$ cat src/rtl/maxpool_pkg.sv
package maxpool_pkg;

    // Position flags of the pixel being presented, as seen after a
    // possible start-of-frame override.
    typedef struct packed {
        logic col_odd;
        logic row_odd;
        logic col_ok;   // column belongs to a full horizontal pair
        logic row_ok;   // row belongs to a full vertical pair
    } pool_pos_t;

endpackage

$ cat src/rtl/mp_raster_pos.sv
module mp_raster_pos
    import maxpool_pkg::*;
#(
    parameter int IMG_W = 28,
    parameter int IMG_H = 28,
    parameter int COL_W = 5,
    parameter int ROW_W = 5,
    parameter int IDX_W = 4
) (
    input  logic             clk,
    input  logic             rst_n,
    input  logic             step,
    input  logic             sof,
    output pool_pos_t        pos,
    output logic [IDX_W-1:0] pair_idx
);

    localparam bit W_ODD = (IMG_W % 2) == 1;
    localparam bit H_ODD = (IMG_H % 2) == 1;

    typedef struct packed {
        logic [COL_W-1:0] col;
        logic [ROW_W-1:0] row;
    } pos_state_t;

    pos_state_t st_q, st_d;
    logic [COL_W-1:0] eff_col;
    logic [ROW_W-1:0] eff_row;
    logic [COL_W-1:0] half_col;
    logic             last_col;
    logic             last_row;

    always_comb begin
        eff_col  = sof ? '0 : st_q.col;
        eff_row  = sof ? '0 : st_q.row;
        last_col = (eff_col == COL_W'(IMG_W - 1));
        last_row = (eff_row == ROW_W'(IMG_H - 1));
        half_col = eff_col >> 1;

        pos.col_odd = eff_col[0];
        pos.row_odd = eff_row[0];
        pos.col_ok  = !(W_ODD && last_col);
        pos.row_ok  = !(H_ODD && last_row);
        pair_idx    = half_col[IDX_W-1:0];

        st_d = st_q;
        if (step) begin
            if (last_col) begin
                st_d.col = '0;
                st_d.row = last_row ? '0 : eff_row + ROW_W'(1);
            end else begin
                st_d.col = eff_col + COL_W'(1);
                st_d.row = eff_row;
            end
        end
    end

    always_ff @(posedge clk or negedge rst_n) begin
        if (!rst_n) begin
            st_q <= '0;
        end else begin
            st_q <= st_d;
        end
    end

endmodule

$ cat src/rtl/mp_lane.sv
module mp_lane
    import maxpool_pkg::*;
#(
    parameter int DATA_W = 16,
    parameter int HALF_W = 14,
    parameter int IDX_W  = 4
) (
    input  logic              clk,
    input  logic              rst_n,
    input  logic              take,
    input  pool_pos_t         pos,
    input  logic [IDX_W-1:0]  idx,
    input  logic [DATA_W-1:0] pix,
    output logic [DATA_W-1:0] pooled
);

    typedef struct packed {
        logic [DATA_W-1:0]             hold;
        logic [HALF_W-1:0][DATA_W-1:0] upper;
    } lane_state_t;

    lane_state_t st_q, st_d;
    logic [DATA_W-1:0] pair_max;
    logic [DATA_W-1:0] upper_sel;

    function automatic logic [DATA_W-1:0] smax(input logic [DATA_W-1:0] a,
                                               input logic [DATA_W-1:0] b);
        return ($signed(a) > $signed(b)) ? a : b;
    endfunction

    always_comb begin
        upper_sel = (int'(idx) < HALF_W) ? st_q.upper[idx] : '0;
        pair_max  = smax(st_q.hold, pix);
        pooled    = smax(upper_sel, pair_max);

        st_d = st_q;
        if (take && pos.col_ok) begin
            if (!pos.col_odd) begin
                st_d.hold = pix;
            end else if (!pos.row_odd && (int'(idx) < HALF_W)) begin
                st_d.upper[idx] = pair_max;
            end
        end
    end

    always_ff @(posedge clk or negedge rst_n) begin
        if (!rst_n) begin
            st_q <= '0;
        end else begin
            st_q <= st_d;
        end
    end

endmodule

$ cat src/rtl/mp_out_stage.sv
module mp_out_stage #(
    parameter int WIDTH = 16
) (
    input  logic             clk,
    input  logic             rst_n,
    input  logic             load,
    input  logic [WIDTH-1:0] load_data,
    input  logic             out_ready,
    output logic             out_valid,
    output logic [WIDTH-1:0] out_data,
    output logic             free
);

    typedef struct packed {
        logic             valid;
        logic [WIDTH-1:0] data;
    } stage_t;

    stage_t st_q, st_d;

    always_comb begin
        free = !st_q.valid || out_ready;
        st_d = st_q;
        if (load) begin
            st_d.valid = 1'b1;
            st_d.data  = load_data;
        end else if (out_ready) begin
            st_d.valid = 1'b0;
        end
    end

    always_ff @(posedge clk or negedge rst_n) begin
        if (!rst_n) begin
            st_q <= '0;
        end else begin
            st_q <= st_d;
        end
    end

    assign out_valid = st_q.valid;
    assign out_data  = st_q.data;

endmodule

$ cat src/rtl/maxpool2x2_stream.sv
module maxpool2x2_stream
    import maxpool_pkg::*;
#(
    parameter int DATA_W   = 16,
    parameter int CHANNELS = 1,
    parameter int IMG_W    = 28,
    parameter int IMG_H    = 28
) (
    input  logic                         clk,
    input  logic                         rst_n,
    input  logic                         in_valid,
    output logic                         in_ready,
    input  logic                         in_sof,
    input  logic [CHANNELS*DATA_W-1:0]   in_data,
    output logic                         out_valid,
    input  logic                         out_ready,
    output logic [CHANNELS*DATA_W-1:0]   out_data
);

    localparam int BUS_W  = CHANNELS * DATA_W;
    localparam int HALF_W = IMG_W / 2;
    localparam int COL_W  = (IMG_W > 2) ? $clog2(IMG_W) : 1;
    localparam int ROW_W  = (IMG_H > 2) ? $clog2(IMG_H) : 1;
    localparam int IDX_W  = (HALF_W > 1) ? $clog2(HALF_W) : 1;

    pool_pos_t        pos;
    logic [IDX_W-1:0] pair_idx;
    logic             take;
    logic             emit;
    logic             stage_free;
    logic [BUS_W-1:0] pooled_bus;

    assign in_ready = stage_free;
    assign take     = in_valid && stage_free;
    assign emit     = take && pos.col_odd && pos.row_odd && pos.col_ok && pos.row_ok;

    mp_raster_pos #(
        .IMG_W (IMG_W),
        .IMG_H (IMG_H),
        .COL_W (COL_W),
        .ROW_W (ROW_W),
        .IDX_W (IDX_W)
    ) pos_i (
        .clk      (clk),
        .rst_n    (rst_n),
        .step     (take),
        .sof      (in_sof),
        .pos      (pos),
        .pair_idx (pair_idx)
    );

    for (genvar g = 0; g < CHANNELS; g++) begin : g_lane
        mp_lane #(
            .DATA_W (DATA_W),
            .HALF_W (HALF_W),
            .IDX_W  (IDX_W)
        ) lane_i (
            .clk    (clk),
            .rst_n  (rst_n),
            .take   (take),
            .pos    (pos),
            .idx    (pair_idx),
            .pix    (in_data[g*DATA_W +: DATA_W]),
            .pooled (pooled_bus[g*DATA_W +: DATA_W])
        );
    end

    mp_out_stage #(
        .WIDTH (BUS_W)
    ) out_i (
        .clk       (clk),
        .rst_n     (rst_n),
        .load      (emit),
        .load_data (pooled_bus),
        .out_ready (out_ready),
        .out_valid (out_valid),
        .out_data  (out_data),
        .free      (stage_free)
    );

endmodule

$ cat config.mk
export PLATFORM = sky130hd
export DESIGN_NAME = maxpool2x2_stream
export DESIGN_NICKNAME = d
export VERILOG_FILES = /design/src/rtl/maxpool_pkg.sv /design/src/rtl/mp_raster_pos.sv /design/src/rtl/mp_lane.sv /design/src/rtl/mp_out_stage.sv /design/src/rtl/maxpool2x2_stream.sv
export SDC_FILE = /design/constraint.sdc
export NUM_CORES = 1
export LEC_CHECK = 0
export ABC_CLOCK_PERIOD_IN_PS = 6460
export CORE_AREA = 2 2 225 116
export DETAILED_ROUTE_END_ITERATION = 7
export DIE_AREA = 0 0 227 118
export PLACE_DENSITY = 0.73
export REMOVE_ABC_BUFFERS = 1
export SLEW_MARGIN = 20
export SYNTH_ARGS = -nofsm -noshare
export SYNTH_HDL_FRONTEND = slang
export SYNTH_HIERARCHICAL = 1
export SYNTH_SLANG_ARGS = --single-unit
$ cat constraint.sdc
create_clock -name clk -period 6.46 [get_ports clk]
set_input_delay 1.292 -clock clk [delete_from_list [all_inputs] [get_ports clk]]
set_output_delay 1.292 -clock clk [all_outputs]
set_load 0.03 [all_outputs]
* Word-level counts from Yosys, hierarchy flattened
Index checks and enable logic that the tools add are counted.
Word-level totals: flip-flop bits (word level) 267, input port bits 21, word-level logic and storage cells 54
Cells by class: add/subtract/negate cells 2, magnitude comparators 5, equality and inequality tests 2, mux-type cells 14, bitwise gates (word level) 1, reductions and logical operators 11
Operator list (number):
- bitwise mux 224 bit | 1
- two-way mux 16 bit | 5
- binary-select mux 16 bit (select 4 bit) | 1
- demux 16 bit (select 4 bit) | 1
- > comparator 16 bit | 2
- two-way mux 5 bit | 3
- adder 5 x 1 -> 5 bit, second input constant | 2
- equality test 5 bit, second input constant | 2
- two-way mux 10 bit | 1
- logical AND 1 bit | 5
- < comparator 4 x 5 -> 1 bit, second input constant | 1
- >= comparator 4 x 1 -> 1 bit, second input constant | 1
- < comparator 4 bit, second input constant | 1
- AND reduction 3 bit | 1
- logical NOT 1 bit | 2
- two-way mux 1 bit | 2
- AND reduction 2 bit | 1
- nonzero test 2 bit | 1
- logical OR 1 bit | 1
- inverter 1 bit | 1

* Longest topological paths before layout
word-level depth 6, depth in mapped cells 19, gate-level depth less buffers 16

* Cells and area by module
The synthesis kept the hierarchy.
By module, submodules not included:
- mp_lane | times used 1, cells each 1110, area each 11629.9 sq um
- mp_out_stage | times used 1, cells each 37, area each 683.2 sq um
- mp_raster_pos | times used 1, cells each 71, area each 660.6 sq um
- maxpool2x2_stream | times used 1, cells each 4, area each 17.5 sq um

* Worst setup path before layout
No wires, ideal clock.
path kind input-to-reg, start point input in_data[15], end point register out_i.st_q (netlist bit out_i/out_data[12]), library setup time 0.125 ns, arrival 5.014 ns, data required time 6.335 ns, slack 1.321 ns, stages on the path 19, buffers on the path 3, cells stage by stage inv_1 ha_1 nand4_1 nor3_1 o21ai_1 a21oi_4 buf_8 mux2_4 inv_2 buf_6 ha_1 nand4_1 nor4_2 a21bo_1 a31o_1 o211ai_4 buf_12 mux2_4 mux2_2
Between the ends: word-level cells in the longest chain between the ends 4
Ends and longest elaborated chain:
- from (decl) | RTL line maxpool2x2_stream.sv:14 | input logic [CHANNELS*DATA_W-1:0] in_data,
- > comparator 16 bit | RTL line mp_lane.sv:28 | return ($signed(a) > $signed(b)) ? a : b;
- two-way mux 16 bit (*) | RTL line mp_lane.sv:28
- > comparator 16 bit | RTL line mp_lane.sv:28
- two-way mux 16 bit (*) | RTL line mp_lane.sv:28
- net pooled_bus[12] | RTL line maxpool2x2_stream.sv:31 | logic [BUS_W-1:0] pooled_bus;
- to (signal assigned) | RTL line mp_out_stage.sv:36 | st_q <= st_d;
- to (decl) | RTL line mp_out_stage.sv:19 | stage_t st_q, st_d;
The timed path passes the listed nets; every way through them passes the cells marked *. A chain may end at the register's enable or synchronous reset.

* Worst setup path in the final report
start point input in_data[11], end point register out_i.st_q (netlist bit out_i/out_data[3])
Same word-level chain as after synthesis.

==> PnR_summary.wiki <==
{| class="wikitable"
! Metric !! Value
|-
| Netlist Area Pre-Place || 12990 sq um
|-
| Combinational Power Share || 33.5%
|-
| Worst slew slack as a fraction of its limit || between 30% and 40%
|-
| Core box area || roughly 25000 sq um
|-
| Worst Hold End || g_lane[0].lane_i/st_q[37]
|-
| Max Fanout on Critical Path || 16
|-
| Adder-Cell Fraction of Synth Area || under 10%
|-
| Result of the run || completed
|-
| Register-to-register setup slack || around 1500 ps
|-
| Number of routed nets with antenna violations || 0
|-
| Final weighted congestion in routability-driven placement || between 0.8 and 0.9
|-
| Post-Syn Instances || ~1200
|-
| Clk root buf || sky130_fd_sc_hd__clkbuf_16
|-
| Switch Pwr || roughly 1800 uW
|-
| Reg2Reg Launch Point || g_lane[0].lane_i/st_q[235]
|-
| Setup violators final || 0
|-
| Sw Ratio || approximately a third
|-
| Initial antenna violation count || 0
|-
| Power per unit of standard cell area || between 300 and 400 nW/um^2
|-
| Setup repair after global routing missed its margin || no
|-
| Detail-routed via count per cell || between 5 and 6
|-
| Remaining design rule violation count || 0
|-
| Fin crit period || approximately 6000 ps
|-
| CP required || 6870 ps
|-
| Detailed-placement wirelength estimate || roughly 21 mm
|-
| Boundary Pins || 39
|-
| Slew of the pin with the lowest slew margin || 1023 ps
|-
| Smallest hold slack || ~480 ps
|-
| Leakage power || 0.006606 uW
|-
| Layout-stage area growth over the synthesis result || 11.81%
|-
| Synth area leaders || sky130_fd_sc_hd__dfrtp_1 51%, sky130_fd_sc_hd__mux4_2 8.3%, sky130_fd_sc_hd__a21oi_1 7.2%
|-
| Sequential element share of the synthesized area || approximately half
|-
| Synth top cells by count || 267 x sky130_fd_sc_hd__dfrtp_1, 195 x sky130_fd_sc_hd__nor2_1, 186 x sky130_fd_sc_hd__a21oi_1, 98 x sky130_fd_sc_hd__nand2_1, 97 x sky130_fd_sc_hd__o21ai_0
|-
| Slowest stage delay, CP || between 600 and 700 ps
|-
| Prevailing post-synth register cell || sky130_fd_sc_hd__dfrtp_1
|-
| Ys Warns || 6
|-
| Endpoint class of the critical path || flop
|-
| Wire length of the first global-routing pass || a little over 50 mm
|-
| Grt total ovfl || 0
|-
| Clk buf depth || 3
|-
| Starting density of the core || 52.32%
|-
| Startpoint of the most critical hold path || g_lane[0].lane_i/st_q[37]
|-
| Critical Path Start Type || primary input
|-
| Area of the multi-input gates || approximately 5700 sq um
|-
| Diodes inserted || 0
|-
| Final hold vios || 0
|-
| Storage cell area || 6681 sq um
|-
| Number of buffers and inverters on the critical path || 4
|-
| Total global-route track usage || roughly 24%
|-
| Combinational family with the most area after synthesis || multiplexers
|-
| PortBufs || 38
|-
| Die area || 26790 sq um
|-
| Vias in the first global route || 9246
|-
| Wire length per cell after detailed routing || 19.85 um
|-
| Hold depth || 2
|-
| Clock share of power || between 20 and 30%
|-
| Clock skew after layout || approximately 9.7 ps
|-
| Total chip power || roughly 5400 uW
|-
| Post-placement worst setup slack || about 140 ps
|-
| Share of power burned in registers || between 30% and 40%
|-
| Slowest stage cell on the critical path || sky130_fd_sc_hd__o211ai_4
|-
| Number of gates resized after cts || 0
|-
| Share of the synthesized area in the top cell type || 51.43%
|-
| Max-cap violations || 0
|-
| Top-count cell post-synth || sky130_fd_sc_hd__dfrtp_1
|-
| Count of hold buffers inserted by post-cts repair || 0
|-
| Initial DRC Count || around 860
|-
| Total number of nets in the final design || around 1300
|-
| Width of the die || around 230 um
|-
| Number of iterations in the first detailed-routing pass || 5
|-
| Final Max Slew Viols || 0
|-
| Type of the worst min-delay path || flop to flop
|-
| Average footprint of a synthesized cell || roughly 11 sq um
|-
| Largest net degree at the start of global routing || ~130
|-
| Critical Setup Path Class || primary input to flop
|-
| Final worst-path cycle share || between 90% and 100%
|-
| Number of sinks handled by clock tree synthesis || between 200 and 300
|-
| XOR/XNOR share of the synthesized area || 0%
|-
| Fraction of layout instances using a drive strength above 1 || ~17%
|-
| Overall via count from detail_route || between 9000 and 10000
|-
| Post-synth top area cell || sky130_fd_sc_hd__dfrtp_1
|-
| Count of filler cells inserted in the layout || 2052
|-
| Worst path top cell family by delay || compound AO/OA/AOI/OAI gates
|-
| Unique masters post-synth || about 60
|-
| Number of rows created at floorplan || just over 40
|-
| Max Freq || 170.3 MHz
|-
| Signal arrival time at the worst endpoint || 6280 ps
|-
| Simple-gate area share of the yosys netlist || 11.05%
|-
| Worst path cell trace || clkdlybuf4s50_1 > inv_1 > ha_1 > nand4_1 > nor3_1 > o21ai_1 > a21oi_4 > buf_4 > mux2_2 > inv_1 > ha_1 > a21oi_1 > o21ai_0 > nand2_1 > o2111ai_1 > o211ai_4 > mux2_2 > mux2_4
|-
| Number of buffers added by the clock tree synthesis step || 23
|-
| Worst-skew pair later-pin latency || about 530 ps
|-
| Post-CTS setup buffer count || 0
|-
| Min setup slack post-route || 587.5 ps
|-
| Die Y-Extent || about 120 um
|-
| Worst supply voltage drop on vdd || roughly 220 uV
|-
| Flip-flop and latch count after synthesis || about 270
|-
| Clock-pin slew on the worst setup and hold paths || ~70 ps
|-
| Mux cell area share after synthesis || between 10% and 20%
|-
| Number of cell instances on the worst register-to-register path || 16
|-
| Compound-Gate Fraction of Synth Area || approximately 13%
|-
| Int Power || approximately 3600 uW
|-
| Total number of H-tree levels || 1
|-
| CTS tree || done
|-
| Post-synthesis async set-or-reset flop share || between 90% and 100%
|-
| Count of flip-flops with a built-in enable after synthesis || 0
|-
| WL final || around 32 mm
|-
| R2r endpoint || out_i/out_data[3]
|}
[through the flow]
step | area [sq um] | utilization, % | TNS, ps | cells
2_1_floorplan | 12480 | - | -337830 | 1131
3_3_place_gp | 13710 | 55.23 | 0 | 1558
3_5_place_dp | 13710 | 55.23 | 0 | 1558
4_1_cts | 14500 | 58.42 | 0 | 1599
5_1_grt | 14530 | 58.50 | 0 | 1600
6_report | 14530 | 58.50 | 0 | 1600
[registers in the layout, indices dropped and copies added, names as in the netlist]
signal and cells:
out_i/out_valid 1, g_lane.lane_i/st_q 240, pos_i/st_q 10, out_i/out_data 16
[worst max-delay path by stage]
stage,from,cells after the start,end
finish,in_data[11],18,out_i/out_data[3]
global route,in_data[15],18,out_i/out_data[3]
CTS,in_data[15],18,out_i/out_data[3]
detailed placement,in_data[11],18,out_i/out_data[3]
global placement,in_data[11],18,out_i/out_data[2]
floorplan,in_sof,14,out_i/out_data[15]
[cell type report]
cell class | count | share of cell area, %
sequential | 267 | 46.00
multi-input combinational | 824 | 39.41
timing repair buffer | 84 | 5.143
clock buffer | 26 | 4.178
tap | 344 | 2.963
clock inverter | 15 | 1.275
inverter | 40 | 1.034
[metal layers]
metal / vias up / track usage (%) / routed length, um
li1: 4280 / - / -
met3: 41 / 4.294 / 1715
met2: 257 / 34.63 / 13610
met5: - / 0 / 0
met1: 4724 / 39.13 / 15970
met4: 0 / 4.739 / 465
[tightest hold or removal path, cell delays in order, from the launching register on]
cell	delay [ps]
sky130_fd_sc_hd__dfrtp_1	340
sky130_fd_sc_hd__nand2_1	50
sky130_fd_sc_hd__o21ai_0	60
[power groups by stage]
stage / clock network (uW) / registers [uW] / logic (uW)
floorplan: 0 / 2110 / 1280
global placement: 0 / 2140 / 1720
detailed placement: 0 / 2150 / 1780
CTS: 1480 / 2120 / 1790
global route: 1560 / 2160 / 1970
finish: 1470 / 2130 / 1810
[placed cells by master, fill, tap and decap left out, types with 2 or more instances in the layout]
cell type | netlist | final
sky130_fd_sc_hd__dfrtp_1 | 267 | 267
sky130_fd_sc_hd__a21oi_1 | 186 | 186
sky130_fd_sc_hd__nor2_1 | 195 | 184
sky130_fd_sc_hd__nand2_1 | 98 | 98
sky130_fd_sc_hd__o21ai_0 | 97 | 97
sky130_fd_sc_hd__mux4_2 | 48 | 48
sky130_fd_sc_hd__buf_4 | 7 | 44
sky130_fd_sc_hd__clkdlybuf4s50_1 | 0 | 37
sky130_fd_sc_hd__mux2i_1 | 36 | 36
sky130_fd_sc_hd__ha_1 | 34 | 34
sky130_fd_sc_hd__inv_1 | 31 | 31
sky130_fd_sc_hd__mux2_4 | 27 | 27
sky130_fd_sc_hd__clkbuf_16 | 0 | 23
sky130_fd_sc_hd__mux2_2 | 21 | 21
sky130_fd_sc_hd__nor2b_1 | 12 | 10
sky130_fd_sc_hd__inv_2 | 9 | 9
sky130_fd_sc_hd__nand4_1 | 7 | 7
sky130_fd_sc_hd__nand2b_1 | 6 | 6
sky130_fd_sc_hd__nor2_2 | 0 | 6
sky130_fd_sc_hd__nor2_4 | 0 | 5
sky130_fd_sc_hd__clkinvlp_4 | 0 | 5
sky130_fd_sc_hd__a21o_1 | 5 | 5
sky130_fd_sc_hd__nand3_1 | 5 | 5
sky130_fd_sc_hd__a21oi_2 | 5 | 5
sky130_fd_sc_hd__clkinv_4 | 0 | 4
sky130_fd_sc_hd__bufinv_16 | 0 | 3
sky130_fd_sc_hd__clkbuf_8 | 0 | 2
sky130_fd_sc_hd__inv_6 | 0 | 2
sky130_fd_sc_hd__a211oi_1 | 2 | 2
sky130_fd_sc_hd__o21ai_1 | 2 | 2
sky130_fd_sc_hd__and2_1 | 2 | 2
sky130_fd_sc_hd__o2111ai_1 | 2 | 2
sky130_fd_sc_hd__nand3b_1 | 2 | 2
sky130_fd_sc_hd__nor2b_4 | 0 | 2
sky130_fd_sc_hd__o211ai_1 | 2 | 2
sky130_fd_sc_hd__o41ai_1 | 2 | 2
sky130_fd_sc_hd__conb_1 | 1 | 2
[kinds of logic after synthesis]
logic type / Yosys count
buffers and inverters: 132
AO/OA/AOI/OAI: 314
AND/OR/NAND/NOR: 341
adder cells (fa/ha/maj): 34
flip-flops: 267
multiplexers: 133
other: 1
(Power assumes the default switching activity.)
